## src/rtl/irq_regset_pkg.sv

```systemverilog
package irq_regset_pkg;

    localparam int REG_W      = 32;
    localparam int NUM_SRC    = 8;
    localparam int LOW_SRC    = 7;
    localparam int HIGH_POS   = 30;
    localparam int MASTER_BIT = 31;

    // bit position of event source idx in the status word
    function automatic int src_pos(input int idx);
        return (idx < LOW_SRC) ? idx : HIGH_POS + (idx - LOW_SRC);
    endfunction

    function automatic logic [REG_W-1:0] src_bits();
        logic [REG_W-1:0] v;
        v = '0;
        for (int i = 0; i < NUM_SRC; i++) v[src_pos(i)] = 1'b1;
        return v;
    endfunction

    localparam logic [REG_W-1:0] STATUS_LEGAL = src_bits();
    localparam logic [REG_W-1:0] MASTER_ONE   = REG_W'(1) << MASTER_BIT;
    localparam logic [REG_W-1:0] MASK_LEGAL   = STATUS_LEGAL | MASTER_ONE;

endpackage

```

## src/rtl/irq_src_map.sv

```systemverilog
module irq_src_map
    import irq_regset_pkg::*;
(
    input  logic [NUM_SRC-1:0] evt_i,
    output logic [REG_W-1:0]   evt_vec
);
    logic [REG_W-1:0] vec_d;

    always_comb begin
        vec_d = '0;
        for (int i = 0; i < NUM_SRC; i++) begin
            vec_d[src_pos(i)] = evt_i[i];
        end
    end

    assign evt_vec = vec_d;
endmodule

```

## src/rtl/irq_status_bank.sv

```systemverilog
module irq_status_bank
    import irq_regset_pkg::*;
(
    input  logic             clk,
    input  logic             rst_n,
    input  logic [REG_W-1:0] set_vec,
    input  logic [REG_W-1:0] clr_vec,
    output logic [REG_W-1:0] status_q
);
    typedef struct packed {
        logic [REG_W-1:0] flags;
    } stat_t;

    stat_t st_d, st_q;

    always_comb begin
        st_d = st_q;
        // a pending set beats a clear of the same bit
        st_d.flags = ((st_q.flags & ~clr_vec) | set_vec) & STATUS_LEGAL;
    end

    always_ff @(posedge clk) begin
        if (!rst_n) st_q <= '0;
        else        st_q <= st_d;
    end

    assign status_q = st_q.flags;

    for (genvar b = 0; b < REG_W; b++) begin : g_chk
        if (STATUS_LEGAL[b]) begin : g_live
            a_r4_set_wins: assert property (@(posedge clk) disable iff (!rst_n)
                set_vec[b] |=> status_q[b]);
            a_r3_clear_takes: assert property (@(posedge clk) disable iff (!rst_n)
                (clr_vec[b] && !set_vec[b]) |=> !status_q[b]);
            a_r2_sticky: assert property (@(posedge clk) disable iff (!rst_n)
                (status_q[b] && !clr_vec[b]) |=> status_q[b]);
        end
    end
endmodule

```

## src/rtl/irq_mask_bank.sv

```systemverilog
module irq_mask_bank
    import irq_regset_pkg::*;
(
    input  logic             clk,
    input  logic             rst_n,
    input  logic [REG_W-1:0] set_vec,
    input  logic [REG_W-1:0] clr_vec,
    output logic [REG_W-1:0] mask_q
);
    typedef struct packed {
        logic [REG_W-1:0] bits;
    } mask_t;

    mask_t mk_d, mk_q;

    always_comb begin
        mk_d = mk_q;
        mk_d.bits = ((mk_q.bits | set_vec) & ~clr_vec) & MASK_LEGAL;
    end

    always_ff @(posedge clk) begin
        if (!rst_n) mk_q <= '0;
        else        mk_q <= mk_d;
    end

    assign mask_q = mk_q.bits;

    for (genvar b = 0; b < REG_W; b++) begin : g_chk
        if (MASK_LEGAL[b]) begin : g_live
            a_r5_enable_sets: assert property (@(posedge clk) disable iff (!rst_n)
                (set_vec[b] && !clr_vec[b]) |=> mask_q[b]);
            a_r6_disable_clears: assert property (@(posedge clk) disable iff (!rst_n)
                (clr_vec[b] && !set_vec[b]) |=> !mask_q[b]);
        end
    end
endmodule

```

## src/rtl/irq_regset.sv

```systemverilog
module irq_regset
    import irq_regset_pkg::*;
#(
    parameter int                ADDR_W      = 4,
    parameter logic [ADDR_W-1:0] OFS_STATUS  = ADDR_W'(0),
    parameter logic [ADDR_W-1:0] OFS_ENABLE  = ADDR_W'(4),
    parameter logic [ADDR_W-1:0] OFS_DISABLE = ADDR_W'(8)
) (
    input  logic                clk,
    input  logic                rst_n,
    input  logic [ADDR_W-1:0]   reg_addr,
    input  logic [REG_W-1:0]    reg_wdata,
    input  logic                reg_we,
    output logic [REG_W-1:0]    reg_rdata,
    input  logic [NUM_SRC-1:0]  evt_i,
    output logic                irq_o
);
    logic [REG_W-1:0] evt_vec;
    logic [REG_W-1:0] status_q;
    logic [REG_W-1:0] mask_q;
    logic [REG_W-1:0] stat_clr_d;
    logic [REG_W-1:0] mask_set_d;
    logic [REG_W-1:0] mask_clr_d;
    logic [REG_W-1:0] rdata_d;
    logic             irq_d;

    irq_src_map u_map (
        .evt_i   (evt_i),
        .evt_vec (evt_vec)
    );

    always_comb begin
        stat_clr_d = '0;
        mask_set_d = '0;
        mask_clr_d = '0;
        if (reg_we) begin
            if (reg_addr == OFS_STATUS)  stat_clr_d = reg_wdata;
            if (reg_addr == OFS_ENABLE)  mask_set_d = reg_wdata;
            if (reg_addr == OFS_DISABLE) mask_clr_d = reg_wdata;
        end
    end

    irq_status_bank u_stat (
        .clk      (clk),
        .rst_n    (rst_n),
        .set_vec  (evt_vec),
        .clr_vec  (stat_clr_d),
        .status_q (status_q)
    );

    irq_mask_bank u_mask (
        .clk     (clk),
        .rst_n   (rst_n),
        .set_vec (mask_set_d),
        .clr_vec (mask_clr_d),
        .mask_q  (mask_q)
    );

    always_comb begin
        rdata_d = '0;
        if (reg_addr == OFS_STATUS)                                 rdata_d = status_q;
        else if (reg_addr == OFS_ENABLE || reg_addr == OFS_DISABLE) rdata_d = mask_q;
        irq_d = mask_q[MASTER_BIT] && ((status_q & mask_q & ~MASTER_ONE) != '0);
    end

    assign reg_rdata = rdata_d;
    assign irq_o     = irq_d;

    a_r9_gate_required: assert property (@(posedge clk) disable iff (!rst_n)
        irq_o |-> mask_q[MASTER_BIT]);
    a_r9_source_required: assert property (@(posedge clk) disable iff (!rst_n)
        irq_o |-> (status_q != '0));
    a_r8_no_stray_status: assert property (@(posedge clk) disable iff (!rst_n)
        $countones(status_q & ~STATUS_LEGAL) == 0);
endmodule

```

## config.mk

```make
export PLATFORM = sky130hd
export DESIGN_NAME = irq_regset
export DESIGN_NICKNAME = d
export VERILOG_FILES = /design/src/rtl/irq_regset_pkg.sv /design/src/rtl/irq_src_map.sv /design/src/rtl/irq_status_bank.sv /design/src/rtl/irq_mask_bank.sv /design/src/rtl/irq_regset.sv
export SDC_FILE = /design/constraint.sdc
export NUM_CORES = 1
export LEC_CHECK = 0
export ABC_AREA = 1
export BUFFER_PORTS_ARGS = -buffer_cell sky130_fd_sc_hd__buf_4
export CAP_MARGIN = 10
export CORE_AREA = 2 2 58 60
export DETAILED_ROUTE_END_ITERATION = 10
export DIE_AREA = 0 0 60 62
export PLACE_DENSITY = 0.76
export RECOVER_POWER = 25
export SETUP_SLACK_MARGIN = 0.1
export SLEW_MARGIN = 20
export SYNTH_ARGS = -nofsm -noshare
export SYNTH_HDL_FRONTEND = slang
export SYNTH_SLANG_ARGS = --single-unit
```

## constraint.sdc

```tcl
create_clock -name clk -period 1.2 [get_ports clk]
set_clock_uncertainty 0.15 [all_clocks]
set_input_delay 0.12 -clock clk [delete_from_list [all_inputs] [get_ports clk]]
set_output_delay 0.12 -clock clk [all_outputs]
set_load 0.02 [all_outputs]
```

==> results.md, run 1 <==
- Status: finished, violations left
- Violated checks: setup timing
- Wirelength per Cell: 10.42 microns
- HPWL Detailed: 1971 microns
- Area grow syn2layout: 57.05%
- Top cells by area, synth: dfxtp_1, nand2_1, buf_4, inv_1, nand3_1
- Cell Rows: 21
- Max-cap check violation count: 0
- Startpoint Class: flop
- Post-synth top area share: 28.22%
- Largest fanout on the critical path: 3
- H-tree depth: 1
- Commonest non-fill, non-tap cell in the layout: nand2_1
- Max rail drop VDD: 0.3637 mV
- Starting Density: 37.94%
- First-pass DRT Iterations: 4
- Vias in the first global route: 1123
- Fillers: 303
- GRT Total Usage: 16.62%
- Register area share after synthesis: 28.22%
- Io pins: 80
- WL final: 3210 microns
- Largest net degree at the start of global routing: 17
- CP max-delay cell: dfxtp_2
- Post-route ant nets: 0
- Port bufs: 33
- WS Path Type: reg -> out
- Final #Nets: 310
- Clock-pin slew on the worst setup and hold paths: 100 ps
- Grt total ovfl: 0
- HP Start: reg_wdata[6]
- Multi-input logic area: 703.2 sq um
- Core Box Area: 3179 sq um
- Register-to-Register Path Depth: 6
- Leak Pwr: 0.0009684 uW
- Clock sinks: 17
- Arr. time, crit path: 1110 ps
- Slowest stage delay, CP: 370 ps
- Clock Path Buffers: 2
- TritonCTS Buffers: 3
- CP Capture Type: output port
- Syn. warnings: 0
- Mean Syn Cell Area: 6.092 sq um
- Layout cell share with drive strength beyond 1: 40.08%
- Critical path origin: u_stat.status_q[3]
- Root Driver: clkbuf_4
- Post-layout util: 59.58%
- # DRC: 0
- Max Clk Rate: 723.5 MHz
- Routability cong.: 0.8415
- First-pass GRT wire length: 4588 microns
- Setup WS post-layout: -182.1 ps
- Fin crit share: 115.2%
- Final setup viols: 8
- Unrepaired setup endpoints after global routing: true
- Distinct cell type count of the synthesized netlist: 15
- Cells after synthesis: 198
- Cell taking the most area after synthesis: dfxtp_1
- Cells along the critical path: nand2_1 > nand2_2 > nor2_2 > a21oi_2 > buf_4
- Hold crit path type: in -> reg
- Worst endpoint required time: 930 ps
- Final Max Tran Viols: 0
- Final Critical Period: 1382 ps
- # diodes: 0
- R2r setup slk: 220 ps
- Overall power: 1300 uW
- Die ar.: 3720 sq um
- Initial antenna violation count: 0
- Inst Count DP: 279
- Clk Latency, worst-skew pair: 280 ps
- Netlist Area Pre-Place: 1206 sq um
- Register area: 361.6 sq um
- Final hold violation count: 0
- Reg2reg start: u_mask.mask_q[1]
- Vias: 1316
- Post-Layout Cell Count: 308
- CTS tree: done
- Worst hold stages: 4
- PwrDens: 686.2 nW/um^2
- Die width: 60 microns
- Seq cells post-synth: 17
- Die Y-Extent: 62 microns
- Drt via density: 4.273
- Most frequent cells in the layout: nand2_1, inv_1, buf_4
- DR iter-0 viols: 31
-- area by class of cell --
type | count | area share, %
Tap cell | 46 | 3.038
Clock buffer | 4 | 1.387
Inverter | 37 | 7.332
Timing Repair Buffer | 66 | 32.03
Multi-Input combinational cell | 138 | 37.12
Sequential cell | 17 | 19.09
-- power breakdown --
part | total [uW] | switching [uW] | internal (uW)
registers | 610 | 17.9 | 592
logic | 381 | 213 | 168
clock network | 309 | 180 | 129
total | 1300 | 411 | 889
-- flip-flops by register name, summed over array words and instances, names as in the netlist --
signal,cells
u_mask.mask_q,9
u_stat.status_q,8
-- worst max-delay path, delay by kind of cell, from the launching register on --
kind,cells,cell delay (ps)
flip-flops,1,370
AO/OA/AOI/OAI,1,130
AND/OR/NAND/NOR,3,170
buffers and inverters,1,160
-- worst paths after layout --
path,endpoint
worst max-delay path,irq_o
worst max register to register,u_mask.mask_q[1]
worst min register to register,u_stat.status_q[1]
worst min-delay path,u_mask.mask_q[6]
-- Yosys cell counts --
library cell / number
nand2_1: 55
nor2_2: 1
nand2_2: 1
nor2_4: 2
nor2_1: 11
dfxtp_1: 17
conb_1: 1
inv_1: 37
nand3_2: 1
o21ai_1: 9
buf_6: 2
buf_4: 23
a21oi_1: 10
buf_2: 3
nand3_1: 25
-- through the flow --
stage | hold WS, ps | area [sq um] | setup TNS, ps | setup WS (ps)
detailed placement | 225.3 | 1460 | -31.74 | -19.43
finish | 23.37 | 1894 | -420.0 | -182.1
global placement | 222.7 | 1460 | -23.50 | -12.30
floorplan | 104.0 | 1292 | 0 | 103.4
CTS | 3.869 | 1728 | -495.0 | -227.1
global route | 48.01 | 1894 | -935.8 | -237.6
-- kinds of logic after synthesis --
group                  synth area share, %
flip-flops                           28.22
buffers and inverters                28.94
AO/OA/AOI/OAI                        7.884
other                               0.3109
AND/OR/NAND/NOR                      34.65
-- layer usage --
layer	up-vias	part of all wire [%]	global-route usage (%)
met5	-	0	0
met4	0	0.47	8.571
met3	2	4.7	2.277
met2	43	52	31.06
met1	589	43	18.30
li1	682	-	-
-- what timing repair did --
item	CTS	global route
endpoints found under the setup margin	10	22
hold buffers	13	2
gates resized for setup	32	34
pin swaps	7	16
cloned	0	0
buffers inserted	4	8
hold endpoints to repair	17	7
(Power assumes the default switching activity.)
==> run 2, diff against run 1 <==
- CELL_PAD_IN_SITES_DETAIL_PLACEMENT: default -> 0
- CELL_PAD_IN_SITES_GLOBAL_PLACEMENT: default -> 2
- CORE_AREA: 2 2 58 60 -> 2 2 83 85
- DIE_AREA: 0 0 60 62 -> 0 0 85 87
- PLACE_DENSITY: 0.76 -> default
- PLACE_DENSITY_LB_ADDON: default -> 0.1
==> results.md, run 2 (same netlist as run 1, synthesis figures left out) <==
- Initial antenna violation count: 0
- Largest net degree at the start of global routing: 17
- Clock Path Buffers: 2
- Reg2reg start: u_mask.mask_q[5]
- Die ar.: 7395 sq um
- Hold endpoint: u_mask.mask_q[1]
- Io pins: 80
- Root Driver: clkbuf_8
- Unrepaired setup endpoints after global routing: true
- R2R Path End: u_mask.mask_q[5]
- Max rail drop VDD: 0.3780 mV
- Max Clk Rate: 737.9 MHz
- Final Max Tran Viols: 0
- Worst hold stages: 3
- # diodes: 0
- Grt total ovfl: 0
- Area grow syn2layout: 70.12%
- Violated checks: setup timing
- Final #Nets: 315
- Status: finished, violations left
- Hold crit path type: in -> reg
- Final Cell Area: 2052 sq um
- Clock-pin slew on the worst setup and hold paths: 80 ps
- WL final: 3961 microns
- DR iter-0 viols: 16
- Leak Pwr: 0.001046 uW
- Placement Cell Area: 1600 sq um
- Multi-input logic area: 728.2 sq um
- Startpoint Class: flop
- Most frequent cells in the layout: buf_4, inv_1, nand2_1
- # DRC: 0
- Wirelength per Cell: 11.41 microns
- Fillers: 761
- Max-cap check violation count: 0
- R2r setup slk: 220 ps
- Final setup viols: 9
- Fin crit share: 112.9%
- Cell Rows: 30
- Core Box Area: 6569 sq um
- Largest fanout on the critical path: 2
- Setup WS post-layout: -155.3 ps
- Register-to-Register Path Depth: 6
- GRT Total Usage: 10.78%
- WS Path Type: reg -> out
- TritonCTS Buffers: 3
- HP Start: rst_n
- Final Critical Period: 1355 ps
- PwrDens: 727.1 nW/um^2
- Drt via density: 3.813
- Worst endpoint required time: 930 ps
- Arr. time, crit path: 1090 ps
- HPWL Detailed: 2652 microns
- CP Capture Type: output port
- CTS tree: done
- First-pass GRT wire length: 6058 microns
- Register area: 361.6 sq um
- Die width: 85 microns
- Clk Latency, worst-skew pair: 250 ps
- H-tree depth: 1
- Largest register FFs: 9
- Die Y-Extent: 87 microns
- First-pass DRT Iterations: 4
- TNS Setup: -446.0 ps
- Vias: 1323
- Layout cell share with drive strength beyond 1: 46.07%
- Routability cong.: 0.7188
- Starting Density: 18.36%
- Clock sinks: 17
- Vias in the first global route: 1234
- Final hold violation count: 0
- Port bufs: 33
- Post-route ant nets: 0
- Commonest non-fill, non-tap cell in the layout: buf_4
## run 2: changes by cell type in the layout (fill, tap and decap cells not counted), moves of 3 or more
cell / before / now
nand3_2: 5 / 8
clkbuf_4: 6 / 1
clkbuf_8: 0 / 3
nand2_2: 15 / 20
nand3_1: 20 / 17
nand2_1: 40 / 34
buf_4: 31 / 37
buf_6: 17 / 21
dlygate4sd3_1: 14 / 8
## run 2: repair_timing
action | CTS | global route
pin swaps | 17 | 7
endpoints found under the setup margin | 10 | 10
hold endpoints to repair | 8 | 0
gates resized for setup | 58 | 21
hold buffers | 8 | 0
buffers inserted | 1 | 8
gates cloned | 0 | 1
## run 2: worst max-delay path by stage
stage	slack [ps]	cells past startpoint	startpoint	end
floorplan	100	4	u_stat.status_q[6]	irq_o
global placement	-90	7	reg_addr[1]	reg_rdata[2]
detailed placement	-80	7	reg_addr[1]	reg_rdata[6]
CTS	-160	5	u_stat.status_q[30]	irq_o
global route	-200	5	u_stat.status_q[30]	irq_o
finish	-160	5	u_stat.status_q[30]	irq_o
## run 2: layout make-up
cell class	instances	area share [%]
clock inverters	1	0.2439
multi-input cells	138	35.49
inverters	37	6.768
repair buffers	71	32.99
clock buffers	3	2.012
well taps	80	4.878
flip-flops and latches	17	17.62
## run 2: critical path: stages, from the launching register on
cell	delay [ps]
dfxtp_2	350
nand2_2	60
nand2_2	70
nor2_2	40
a21oi_2	170
buf_6	140
## run 2: per-layer routing
layer  vias to the layer above  GRT usage, %  routed length, microns
met5                         -             0                       0
met4                         0         3.030                      29
met3                         2         1.706                     131
met2                        26         17.97                    1975
met1                       604         14.41                    1825
li1                        691             -                       -
## run 2: power by group
group	total (uW)	leakage [uW]	internal [uW]	switching [uW]
clock network	465	0.0000255	231	234
logic	419	0.000875	189	230
registers	608	0.000146	592	16.0
total	1490	0.00105	1010	480
## run 2: metrics by stage
stage          instances  setup slack (ps)  total power (uW)  utilization, %  hold slack (ps)
2_1_floorplan        220             103.4             848.0               -            104.0
4_1_cts              339            -157.2              1473           29.07            20.74
5_1_grt              347            -195.3              1579           31.24            32.06
3_5_place_dp         326            -76.40             943.6           24.36            228.3
3_3_place_gp         326            -86.20             944.9           24.36            226.8
6_report             347            -155.3              1492           31.24            22.65
==> run 3, diff against run 2 <==
==> constraint.sdc (replaced) <==
create_clock -name clk -period 1.2 [get_ports clk]
set_clock_uncertainty 0.15 [all_clocks]
set_input_delay 0.24 -clock clk [delete_from_list [all_inputs] [get_ports clk]]
set_output_delay 0.24 -clock clk [all_outputs]
set_load 0.02 [all_outputs]
==> results.md, run 3 (same netlist as run 1, synthesis figures left out) <==
- Sw Ratio: 31.70%
- Area grow syn2layout: 54.15%
- Register share of total power: 42.1%
- HPWL Detailed: 2857 microns
- Final Max Tran Viols: 0
- WL final: 3775 microns
- Cell Rows: 30
- Clk Latency, worst-skew pair: 250 ps
- Final hold violation count: 0
- Arr. time, crit path: 1100 ps
- Max rail drop VDD: 0.3120 mV
- Die Y-Extent: 87 microns
- R2r setup slk: 330 ps
- Die ar.: 7395 sq um
- R2R Path End: u_mask.mask_q[3]
- Clock sinks: 17
- CP dominant cell by count: buf_6
- Unrepaired setup endpoints after global routing: true
- CTS Hold Buffers Added: 0
- Final Critical Period: 1494 ps
- Inst Count DP: 331
- Post-route ant nets: 0
- Port bufs: 33
- Max Clk Rate: 669.1 MHz
- Hold endpoint: u_stat.status_q[6]
- Max-cap check violation count: 0
- Core Box Area: 6569 sq um
- Comb pwr share: 25.7%
- TritonCTS Buffers: 3
- Vias: 1249
- First-pass DRT Iterations: 6
- Die width: 85 microns
- Clock share of power: 32.2%
- Worst hold stages: 3
- Largest register FFs: 9
- HP Start: evt_i[6]
- # diodes: 0
- Violated checks: setup timing
- Commonest non-fill, non-tap cell in the layout: buf_4
- Grt total ovfl: 0
- Hold crit path type: in -> reg
- Largest fanout on the critical path: 4
- Final #Nets: 304
- Register-to-Register Path Depth: 5
- CP Buf/Inv Count: 3
- Vias in the first global route: 1285
- Post-Layout Cell Count: 336
- Slowest stage delay, CP: 230 ps
- Cells along the critical path: buf_6 > nor2_4 > nand3_4 > buf_8 > a21oi_4 > buf_6
- Status: finished, violations left
- Fillers: 756
- Leak Pwr: 0.0009769 uW
- GRT Total Usage: 11.07%
- Reg2reg start: u_mask.mask_q[3]
- Startpoint Class: primary input
- CP Capture Type: output port
- Largest net degree at the start of global routing: 14
- Clock Path Buffers: 2
- WS Path Type: in -> out
- Drt via density: 3.717
- Worst endpoint required time: 810 ps
- Root Driver: clkbuf_8
- PwrDens: 770.2 nW/um^2
- Clock-pin slew on the worst setup and hold paths: 80 ps
- First-pass GRT wire length: 6265 microns
- P_int: 978.1 uW
- Setup WS post-layout: -294.5 ps
- Multi-input logic area: 711.9 sq um
- Crit-path leading delay family: buffers and inverters
- Register area: 356.6 sq um
- # DRC: 0
- CP max-delay cell: nor2_4
- DR iter-0 viols: 31
- Initial antenna violation count: 0
- Starting Density: 18.36%
- Switching power: 454.0 uW
- Layout cell share with drive strength beyond 1: 41.80%
- Routability cong.: 0.6858
- CTS tree: done
- Fin crit share: 124.5%
- Most frequent cells in the layout: buf_4, nand2_1, inv_1
- Wirelength per Cell: 11.24 microns
- Final setup viols: 17
- Worst slack at placement: -340.8 ps
- H-tree depth: 1
- Io pins: 80
[run 3: changes by cell type in the layout (fill, tap and decap cells not counted), moves of 5 or more]
cell | before | now
buf_4 | 37 | 46
buf_6 | 21 | 13
dlygate4sd3_1 | 8 | 0
nand3_1 | 17 | 25
nand3_2 | 8 | 0
o21ai_1 | 9 | 4
o21ai_2 | 0 | 5
[run 3: cell type report]
class / instances / area share (%)
Multi-Input combinational cell: 138 / 38.29
Timing Repair Buffer: 60 / 27.25
Sequential cell: 17 / 19.18
Inverter: 37 / 7.470
Tap cell: 80 / 5.384
Clock buffer: 4 / 2.423
[run 3: worst max path at each step]
stage | startpoint | end | slack (ps) | cells past startpoint
after global routing | reg_addr[1] | reg_rdata[31] | -340 | 6
after CTS | reg_addr[1] | reg_rdata[31] | -310 | 6
after detailed placement | reg_addr[0] | reg_rdata[3] | -340 | 7
after floorplan | reg_addr[0] | reg_rdata[31] | -80 | 4
final | reg_addr[1] | reg_rdata[31] | -290 | 6
after global placement | reg_addr[0] | reg_rdata[31] | -340 | 6
[run 3: metal layers]
layer  vias to the layer above  track usage, %  share of wire (%)
met5                         -               0                  0
met4                         0           3.896                1.0
met3                         2           1.517                3.5
met2                        29           19.32                 48
met1                       549           13.94                 47
li1                        669               -                  -
[run 3: tightest hold or removal path: cells and delay by family]
family	cells	cell delay [ps]
compound gates	1	50
buf+inv	2	140
[run 3: metrics by stage]
stage	TNS [ps]	utilization (%)	hold slack [ps]	instance area, sq um	total power, uW
6_report	-2802	28.30	59.93	1859	1432
5_1_grt	-3738	28.30	54.03	1859	1525
4_1_cts	-3003	28.00	49.93	1839	1460
3_5_place_dp	-4254	25.31	342.4	1663	958.4
3_3_place_gp	-4131	25.31	339.2	1663	960.1
2_1_floorplan	-615.9	-	216.5	1336	853.8
[run 3: power by group through the flow]
stage | clock [uW] | sequential, uW | combinational [uW]
floorplan | 0 | 614 | 240
global placement | 0 | 614 | 346
detailed placement | 0 | 613 | 345
CTS | 488 | 602 | 370
global route | 511 | 607 | 407
finish | 461 | 602 | 368
[run 3: timing repair]
item                                    4_1_cts  5_1_grt
resized for setup                            38        7
pin swaps                                     9        3
endpoints found under the setup margin       10       19
setup buffers                                 1        0
